===== src/rtl/calu_pkg.sv =====
package calu_pkg;
  typedef enum logic [3:0] {
    OP_CONST = 4'd0,  OP_UNARY = 4'd1,  OP_OR    = 4'd2,  OP_AND   = 4'd3,
    OP_XOR   = 4'd4,  OP_SHR   = 4'd5,  OP_SAR   = 4'd6,  OP_SHL   = 4'd7,
    OP_ROL   = 4'd8,  OP_ADD   = 4'd9,  OP_SUB   = 4'd10, OP_MULLO = 4'd11,
    OP_MULHS = 4'd12, OP_MULHU = 4'd13, OP_DIV   = 4'd14, OP_MOD   = 4'd15
  } op_e;

  localparam logic [7:0] SUB_CMP  = 8'h00;
  localparam logic [7:0] SUB_NOT  = 8'h01;
  localparam logic [7:0] SUB_NEG  = 8'h02;
  localparam logic [7:0] SUB_LNOT = 8'h03;

  typedef struct packed {
    logic lt;
    logic eq;
  } flags_t;
endpackage


===== src/rtl/calu_logic.sv =====
module calu_logic
  import calu_pkg::*;
#(
  parameter int unsigned W = 16
) (
  input  op_e          op_i,
  input  logic [7:0]   sub_i,
  input  logic [W-1:0] a_i,
  input  logic [W-1:0] b_i,
  output logic [W-1:0] res_o,
  output logic         writes_o,
  output logic         cmp_o,
  output logic         legal_o
);
  localparam int unsigned SHW = $clog2(W);

  logic [SHW-1:0] amt;
  logic [SHW:0]   ramt;
  logic [2*W-1:0] prod_u, prod_s;

  assign amt    = b_i[SHW-1:0];
  assign ramt   = (SHW+1)'(W) - {1'b0, amt};
  assign prod_u = {{W{1'b0}}, a_i} * {{W{1'b0}}, b_i};
  assign prod_s = {{W{a_i[W-1]}}, a_i} * {{W{b_i[W-1]}}, b_i};

  always_comb begin
    res_o    = '0;
    writes_o = 1'b1;
    cmp_o    = 1'b0;
    legal_o  = 1'b1;
    unique case (op_i)
      OP_CONST: res_o = a_i;
      OP_UNARY: begin
        unique case (sub_i)
          SUB_CMP: begin
            cmp_o    = 1'b1;
            writes_o = 1'b0;
          end
          SUB_NOT:  res_o = ~a_i;
          SUB_NEG:  res_o = '0 - a_i;
          SUB_LNOT: res_o = W'(a_i == '0);
          default: begin
            writes_o = 1'b0;
            legal_o  = 1'b0;
          end
        endcase
      end
      OP_OR:    res_o = a_i | b_i;
      OP_AND:   res_o = a_i & b_i;
      OP_XOR:   res_o = a_i ^ b_i;
      OP_SHR:   res_o = a_i >> amt;
      OP_SAR:   res_o = W'($signed(a_i) >>> amt);
      OP_SHL:   res_o = a_i << amt;
      OP_ROL:   res_o = (a_i << amt) | (a_i >> ramt);
      OP_ADD:   res_o = a_i + b_i;
      OP_SUB:   res_o = a_i - b_i;
      OP_MULLO: res_o = prod_u[W-1:0];
      OP_MULHS: res_o = prod_s[2*W-1:W];
      OP_MULHU: res_o = prod_u[2*W-1:W];
      default: begin
        writes_o = 1'b0;
        legal_o  = 1'b0;
      end
    endcase
  end
endmodule


===== src/rtl/calu_cond.sv =====
module calu_cond
  import calu_pkg::*;
(
  input  logic [2:0] sel_i,
  input  flags_t     flags_i,
  output logic       pass_o
);
  always_comb begin
    unique case (sel_i)
      3'd0:    pass_o = 1'b1;
      3'd1:    pass_o = flags_i.lt;
      3'd2:    pass_o = flags_i.lt | flags_i.eq;
      3'd3:    pass_o = flags_i.eq;
      3'd4:    pass_o = ~flags_i.lt;
      3'd5:    pass_o = ~flags_i.lt & ~flags_i.eq;
      3'd6:    pass_o = ~flags_i.eq;
      default: pass_o = 1'b0;
    endcase
  end
endmodule


===== src/rtl/calu_divider.sv =====
module calu_divider #(
  parameter int unsigned W = 16
) (
  input  logic         clk_i,
  input  logic         rst_ni,
  input  logic         start_i,
  input  logic [W-1:0] dividend_i,
  input  logic [W-1:0] divisor_i,
  output logic         fin_o,
  output logic [W-1:0] quot_o,
  output logic [W-1:0] rem_o
);
  localparam int unsigned CW = $clog2(W + 1);

  logic [CW-1:0] cnt_q;
  logic [W-1:0]  rem_q, quo_q, dvs_q;
  logic          run_q, fin_q;
  logic [W:0]    trial, diff;
  logic          fits;

  // restoring step; divisor 0 always fits -> all-ones quotient, dividend remainder
  assign trial = {rem_q, quo_q[W-1]};
  assign diff  = trial - {1'b0, dvs_q};
  assign fits  = trial >= {1'b0, dvs_q};

  always_ff @(posedge clk_i or negedge rst_ni) begin
    if (!rst_ni) begin
      cnt_q <= '0;
      rem_q <= '0;
      quo_q <= '0;
      dvs_q <= '0;
      run_q <= 1'b0;
      fin_q <= 1'b0;
    end else if (start_i) begin
      cnt_q <= CW'(W);
      rem_q <= '0;
      quo_q <= dividend_i;
      dvs_q <= divisor_i;
      run_q <= 1'b1;
      fin_q <= 1'b0;
    end else begin
      fin_q <= 1'b0;
      if (run_q) begin
        rem_q <= fits ? diff[W-1:0] : trial[W-1:0];
        quo_q <= {quo_q[W-2:0], fits};
        cnt_q <= cnt_q - 1'b1;
        if (cnt_q == CW'(1)) begin
          run_q <= 1'b0;
          fin_q <= 1'b1;
        end
      end
    end
  end

  assign fin_o  = fin_q;
  assign quot_o = quo_q;
  assign rem_o  = rem_q;
endmodule


===== src/rtl/cond_alu16.sv =====
module cond_alu16
  import calu_pkg::*;
#(
  parameter int unsigned W = 16
) (
  input  logic         clk_i,
  input  logic         rst_ni,
  input  logic         valid_i,
  input  logic [3:0]   op_i,
  input  logic [3:0]   cond_i,
  input  logic [7:0]   sub_i,
  input  logic [W-1:0] src_a_i,
  input  logic [W-1:0] src_b_i,
  output logic [W-1:0] result_o,
  output logic         wr_en_o,
  output logic         done_o,
  output logic         busy_o,
  output logic         div_err_o,
  output logic [1:0]   flags_o
);
  op_e          op;
  logic         is_div, accept, div_fin;
  logic [W-1:0] res_l, quot, rem;
  logic         writes_l, cmp_l, legal_l, pass;
  logic [2:0]   sel;

  logic         busy_q, done_q, wr_q, err_q;
  logic [W-1:0] res_q;
  flags_t       flags_q, flags_n;
  logic [3:0]   p_cond_q;
  logic         p_mod_q, p_dz_q;

  logic         f_done, f_wr, f_upd, f_err;
  logic [W-1:0] f_res;

  assign op     = op_e'(op_i);
  assign is_div = (op == OP_DIV) || (op == OP_MOD);
  assign accept = valid_i && !busy_q;

  calu_logic #(.W(W)) u_logic (
    .op_i    (op),
    .sub_i   (sub_i),
    .a_i     (src_a_i),
    .b_i     (src_b_i),
    .res_o   (res_l),
    .writes_o(writes_l),
    .cmp_o   (cmp_l),
    .legal_o (legal_l)
  );

  calu_divider #(.W(W)) u_div (
    .clk_i     (clk_i),
    .rst_ni    (rst_ni),
    .start_i   (accept && is_div),
    .dividend_i(src_a_i),
    .divisor_i (src_b_i),
    .fin_o     (div_fin),
    .quot_o    (quot),
    .rem_o     (rem)
  );

  // divide completes while busy, so the test takes the held condition
  assign sel = div_fin ? p_cond_q[3:1] : cond_i[3:1];

  calu_cond u_cond (
    .sel_i  (sel),
    .flags_i(flags_q),
    .pass_o (pass)
  );

  always_comb begin
    f_done = 1'b0;
    f_wr   = 1'b0;
    f_upd  = 1'b0;
    f_err  = 1'b0;
    f_res  = res_l;
    if (div_fin) begin
      f_done = 1'b1;
      f_res  = p_mod_q ? rem : quot;
      f_wr   = pass;
      f_upd  = p_cond_q[0];
      f_err  = p_dz_q;
    end else if (accept && !is_div) begin
      f_done = 1'b1;
      f_wr   = pass && writes_l;
      f_upd  = legal_l && cond_i[0];
    end
  end

  always_comb begin
    flags_n = flags_q;
    if (accept && !is_div && cmp_l) begin
      flags_n.lt = $signed(src_a_i) < $signed(src_b_i);
      flags_n.eq = src_a_i == src_b_i;
    end else if (f_upd) begin
      flags_n.lt = f_res[W-1];
      flags_n.eq = f_res == '0;
    end
  end

  always_ff @(posedge clk_i or negedge rst_ni) begin
    if (!rst_ni) begin
      busy_q   <= 1'b0;
      done_q   <= 1'b0;
      wr_q     <= 1'b0;
      err_q    <= 1'b0;
      res_q    <= '0;
      flags_q  <= '0;
      p_cond_q <= '0;
      p_mod_q  <= 1'b0;
      p_dz_q   <= 1'b0;
    end else begin
      done_q  <= f_done;
      wr_q    <= f_wr;
      err_q   <= f_err;
      flags_q <= flags_n;
      if (f_done) res_q <= f_res;
      if (accept && is_div) begin
        busy_q   <= 1'b1;
        p_cond_q <= cond_i;
        p_mod_q  <= (op == OP_MOD);
        p_dz_q   <= (src_b_i == '0);
      end else if (div_fin) begin
        busy_q <= 1'b0;
      end
    end
  end

  assign result_o  = res_q;
  assign wr_en_o   = wr_q;
  assign done_o    = done_q;
  assign busy_o    = busy_q;
  assign div_err_o = err_q;
  assign flags_o   = {flags_q.lt, flags_q.eq};
endmodule


===== config.mk =====
export PLATFORM = sky130hd
export DESIGN_NAME = cond_alu16
export DESIGN_NICKNAME = d
export VERILOG_FILES = /design/src/rtl/calu_pkg.sv /design/src/rtl/calu_logic.sv /design/src/rtl/calu_cond.sv /design/src/rtl/calu_divider.sv /design/src/rtl/cond_alu16.sv
export SDC_FILE = /design/constraint.sdc
export NUM_CORES = 2
export LEC_CHECK = 0
export BUFFER_PORTS_ARGS = -buffer_cell sky130_fd_sc_hd__buf_2
export CORE_UTILIZATION = 65
export DETAILED_ROUTE_END_ITERATION = 12
export HOLD_SLACK_MARGIN = 0.02
export PLACE_DENSITY = 0.79
export SLEW_MARGIN = 5
export SYNTH_ARGS = -nofsm -noshare
export SYNTH_HDL_FRONTEND = slang
export SYNTH_SLANG_ARGS = --single-unit

===== constraint.sdc =====
create_clock -name clk_i -period 4.7 [get_ports clk_i]
set_input_delay 0.94 -clock clk_i [delete_from_list [all_inputs] [get_ports clk_i]]
set_output_delay 0.94 -clock clk_i [all_outputs]
set_load 0.03 [all_outputs]

==> reports/qor.yml, run 1 <==
logic_synthesis:
  synth-edff-count: 0
  syn_area_um2: 24600
  ys_warn_count: 0
  ys_ff_latch: 83
  synth-main-ff-cell: "dfrtp_1"
  synth-seq-area-share_pct: 8.45
  synth_cells: 2976
  synthArstFlopShare_pct: 100
  syn_avg_cell_area_um2: 8.26
  syn_nets: 3617
  ys_types: 101
floorplanning:
  die_h_um: 196
  std_cell_rows: 70
  die_w_um: 196
  io_pins: 73
  initial_core_util_pct: 66.6
global_routing:
  grt_pass1_wl_um: 241000
  grt_pass1_vias: 36000
  grt_max_degree: 84
  overflow: 1155
  grt_use_total_pct: 83.9
placement:
  numPortBuffers: 72
  dpl_cell_area_um2: 30600
  gp_congestion: 1.21
  hpwl_um: 93400
status:
  stop_stage: "global routing (5_1_grt)"
  status: "did not finish"
  error: "[ERROR GRT-0116] Global routing finished with congestion. Check the congestion regions in the DRC Viewer."
clock_network:
  clockBufferDepth: 2
  root_buffer: "clkbuf_16"
  htreeDepth: 3
  cts_num_sinks: 83
  cts_buffers: 9
  ctsHoldBuffers: 0
## synth_stat cells, drive strengths merged, types with 8 or more instances
library cell / instances / area, µm²
o31ai: 21 / 163
xor2: 21 / 191
mux2: 38 / 432
nor3: 58 / 290
o22ai: 15 / 93.8
o21bai: 9 / 67.6
o21ai: 137 / 693
or2: 9 / 56.3
inv: 517 / 1940
dfrtp: 83 / 2080
xnor2: 42 / 368
mux2i: 68 / 684
a21oi: 170 / 851
or3: 9 / 62.6
nand2b: 20 / 125
o211ai: 23 / 178
clkbuf: 110 / 415
a221oi: 8 / 76.3
and3: 10 / 62.6
nor4: 22 / 144
nor2b: 26 / 165
nand2: 324 / 1220
nor2: 261 / 980
a211oi: 27 / 220
nand4: 23 / 174
o21a: 8 / 60.1
a22oi: 19 / 143
buf: 46 / 230
a31oi: 18 / 119
a2111oi: 17 / 150
fa: 368 / 7370
mux4: 16 / 360
a21o: 20 / 150
nand3: 45 / 225
ha: 222 / 2780
## stage by stage
step,instances,setup WS [ns]
global placement,4085,-3.97
floorplan,2976,-3.19
detailed placement,4085,-4.33
CTS,4141,-3.25
## cell families after synthesis
group	synth area share, %
compound gates	15.6
xor+xnor	2.28
fa+ha+maj	41.3
buf+inv	10.6
flops	8.45
mux	6.01
simple gates	15.8
## per-layer routing
| layer | GRT usage [%] | overflow |
|---|---|---|
| met5 | 39.5 | 5 |
| met4 | 86.3 | 324 |
| met3 | 65.8 | 43 |
| met2 | 104 | 755 |
| met1 | 81.1 | 28 |
## what timing repair did
| item | 4_1_cts |
|---|---|
| gates resized for setup | 222 |
| endpoints found under the setup margin | 18 |
| pin swaps | 99 |
| cloned | 0 |
| setup buffers | 50 |
==> inputs of run 2 (changes only) <==
- CORE_UTILIZATION: 65 -> 40
- HOLD_SLACK_MARGIN: 0.02 -> default
- PLACE_DENSITY: 0.79 -> default
- PLACE_DENSITY_LB_ADDON: default -> 0.15
==> reports/qor.yml, run 2 <==
status:
  status: "finished with violations"  # was did not finish
  violations: "negative setup slack"
clock_network:
  ctsHoldBuffers: 0  # unchanged
  cts_num_sinks: 83  # unchanged
  clkLatencyLatePin_ns: 0.35
  path_clk_slew_ns: 0.07
  cts_buffers: 9  # unchanged
  cts_tree: "built"
  clockBufferDepth: 2  # unchanged
  root_buffer: "clkbuf_16"  # unchanged
  htreeDepth: 3  # unchanged
sta:
  period_share_pct: 171
  drv_slew: 0
  fmax_ghz: 0.124
  finalHoldViolations: 0
  rsz0062_at_grt: "true"
  fin_worst_skew_ns: 0.00924
  worst_slack_ns: -3.35
  tightest_slew_ns: 1.23
  post-route-min-period_ns: 8.05
  slew_headroom_pct: 18.1
  timing.hold.ws_ns: 0.484
  setup_viol: 18
floorplanning:
  io_pins: 73  # unchanged
  fp.coreArea_um2: 60600
  die_h_um: 250  # was 196 µm
  fp.dieArea_um2: 62400
  initial_core_util_pct: 40.6  # was 66.6%
  std_cell_rows: 90  # was 70
  die_w_um: 250  # was 196 µm
logic_synthesis:
  synth-seq-area-share_pct: 8.45  # unchanged
  synth_top_family_by_area: "adder cells"  # unchanged
  ys_warn_count: 0  # unchanged
  yosysMostFrequentCell: "inv_1"  # unchanged
  synth-compound-area-share_pct: 15.6  # unchanged
  ys_ff_latch: 83  # unchanged
  synth.area.top_cells: "fa_1, ha_1, dfrtp_1, inv_1, nand2_1"  # unchanged
  synth-main-ff-cell: "dfrtp_1"  # unchanged
  synth_cells: 2976  # unchanged
  ys_types: 101  # unchanged
  syn_nets: 3617  # unchanged
  synthArstFlopShare_pct: 100  # unchanged
  synthMuxAreaShare_pct: 6.01  # unchanged
  synth-edff-count: 0  # unchanged
  syn_avg_cell_area_um2: 8.26  # unchanged
  netlist.area_leader.share_pct: 30.0  # unchanged
  synthAdderAreaFrac_pct: 41.3  # unchanged
  synth-simple-area-share_pct: 15.8  # unchanged
  synth_xor_area_share_pct: 2.28  # unchanged
  syn_area_um2: 24600  # unchanged
  synthTopCellsByCount: "inv_1, fa_1, nand2_1"  # unchanged
  yosys.area.top_type: "fa_1"  # unchanged
placement:
  dpl_cell_area_um2: 31500  # was 30600 µm²
  numPortBuffers: 72  # unchanged
  dp_cells: 4421  # was 4085
  gp_congestion: 1.08  # was 1.21
  hpwl_um: 101000  # was 93400 µm
critical_path:
  end_kind: "flop"
  critPathBufInv: 13
  crit_arrival_ns: 8.31
  startpoint_type: "primary input"
  critPathSlowestCell: "fa_1"
  reg2reg_slack_ns: 0.26
  worstPathRequired_ns: 4.96
  rr_startpoint: "u_div.rem_o[2]$_DFFE_PN0P_"
  critical_path_class: "in -> reg"
  worst_path_largest_cell_delay_ns: 0.56
  r2r_cells: 16
  crit_family: "adder cells"
  crit_path_max_fanout: 3
  timing.rr.end: "flags_o[0]$_DFFE_PN0P_"
global_routing:
  overflow: 0
  grt_pass1_wl_um: 176000
  antenna_found_initial: 3
  grt_pass1_vias: 26800
  grt_max_degree: 84
  grt_use_total_pct: 38.5
cells_and_area:
  n_fill_cell: 5620
  final_cell_mix: "buf_4, inv_1, fa_1, nand2_1, nor2_1"
  drive_gt1_share_pct: 33.4
  final_nets: 4365
  final_common_cell: "buf_4"
  multi_input_comb_area_um2: 21300
  area.growth.synth_to_final_pct: 37.8
  seqCellArea_um2: 2080
  final_area_um2: 33900
  fin_cells: 4513
min_path:
  min_from: "p_dz_q$_DFFE_PN0P_"
  hold_end: "p_dz_q$_DFFE_PN0P_"
  min_path_cells: 2
  hp-class: "reg -> reg"
route:
  first_pass_iters: 6
  wire_per_inst_um: 26.5
  routed-wl-met3_um: 9540
  drc_errors: 0
  highest_layer: "met4"
  met1_length_um: 48100
  wl_um: 119000
  wl_met2_um: 54400
  postRouteAntennaNets: 0
  viasPerCell: 5.71
  dr_total_vias: 25800
  drt_first_iter_violations: 2588
job:
  maxCapViolations: 0
-- run 2: cell counts after synthesis --
No cell type changed its count.
-- run 2: how the worst max path moves through the flow --
stage          slack, ns        start                endpoint  cells past startpoint
6_report           -3.35  src_b_i[14]  flags_o[0]$_DFFE_PN0P_                     33
5_1_grt            -3.54   src_a_i[6]  flags_o[0]$_DFFE_PN0P_                     34
4_1_cts            -3.13  src_b_i[14]  flags_o[0]$_DFFE_PN0P_                     28
3_5_place_dp       -4.01  src_a_i[11]  flags_o[0]$_DFFE_PN0P_                     26
3_3_place_gp       -3.97  src_a_i[11]  flags_o[0]$_DFFE_PN0P_                     26
2_1_floorplan      -3.19   src_b_i[2]  flags_o[0]$_DFFE_PN0P_                     29
-- run 2: per-layer routing --
metal  track usage (%)  up-vias
li1                  -    11400
met1              50.7    12900
met2              62.2     1260
met3              5.25      297
met4              19.0        0
met5                 0        -
-- run 2: stage by stage --
step	utilization, %	worst slack [ns]	setup TNS [ns]
global placement	52.0	-3.97	-54.71
floorplan	-	-3.19	-36.00
CTS	55.1	-3.13	-41.70
detailed placement	52.0	-4.01	-55.32
finish	55.9	-3.35	-45.61
global route	55.9	-3.54	-48.43
-- run 2: logic make-up after synthesis --
| family | after synthesis |
|---|---|
| mux | 122 |
| simple gates | 851 |
| compound gates | 587 |
| xor+xnor | 63 |
| fa+ha+maj | 591 |
| flops | 83 |
| buf+inv | 679 |
-- run 2: area by class of cell --
cell class / count / area share [%]
Inverter: 523 / 5.97
Timing Repair Buffer: 893 / 21.3
Clock inverter: 6 / 0.211
Clock buffer: 10 / 0.676
Antenna cell: 2 / 0.0148
Tap cell: 782 / 2.89
Multi-Input combinational cell: 2214 / 62.8
Sequential cell: 83 / 6.14
-- run 2: what timing repair did --
action,4_1_cts,5_1_grt
setup endpoints to repair,18,18
hold endpoints to repair,0,0
resized for setup,288,65
buffers inserted,63,24
pin swaps,110,46
-- run 2: worst min-delay path, stage by stage, from the launching register on --
cell     delay [ns]
dfrtp_1        0.35
nand2_1        0.05
o41ai_1        0.05
Power of run 2 is not shown: default switching activity piles up to over one toggle a cycle in this logic, so the estimate is an artifact.
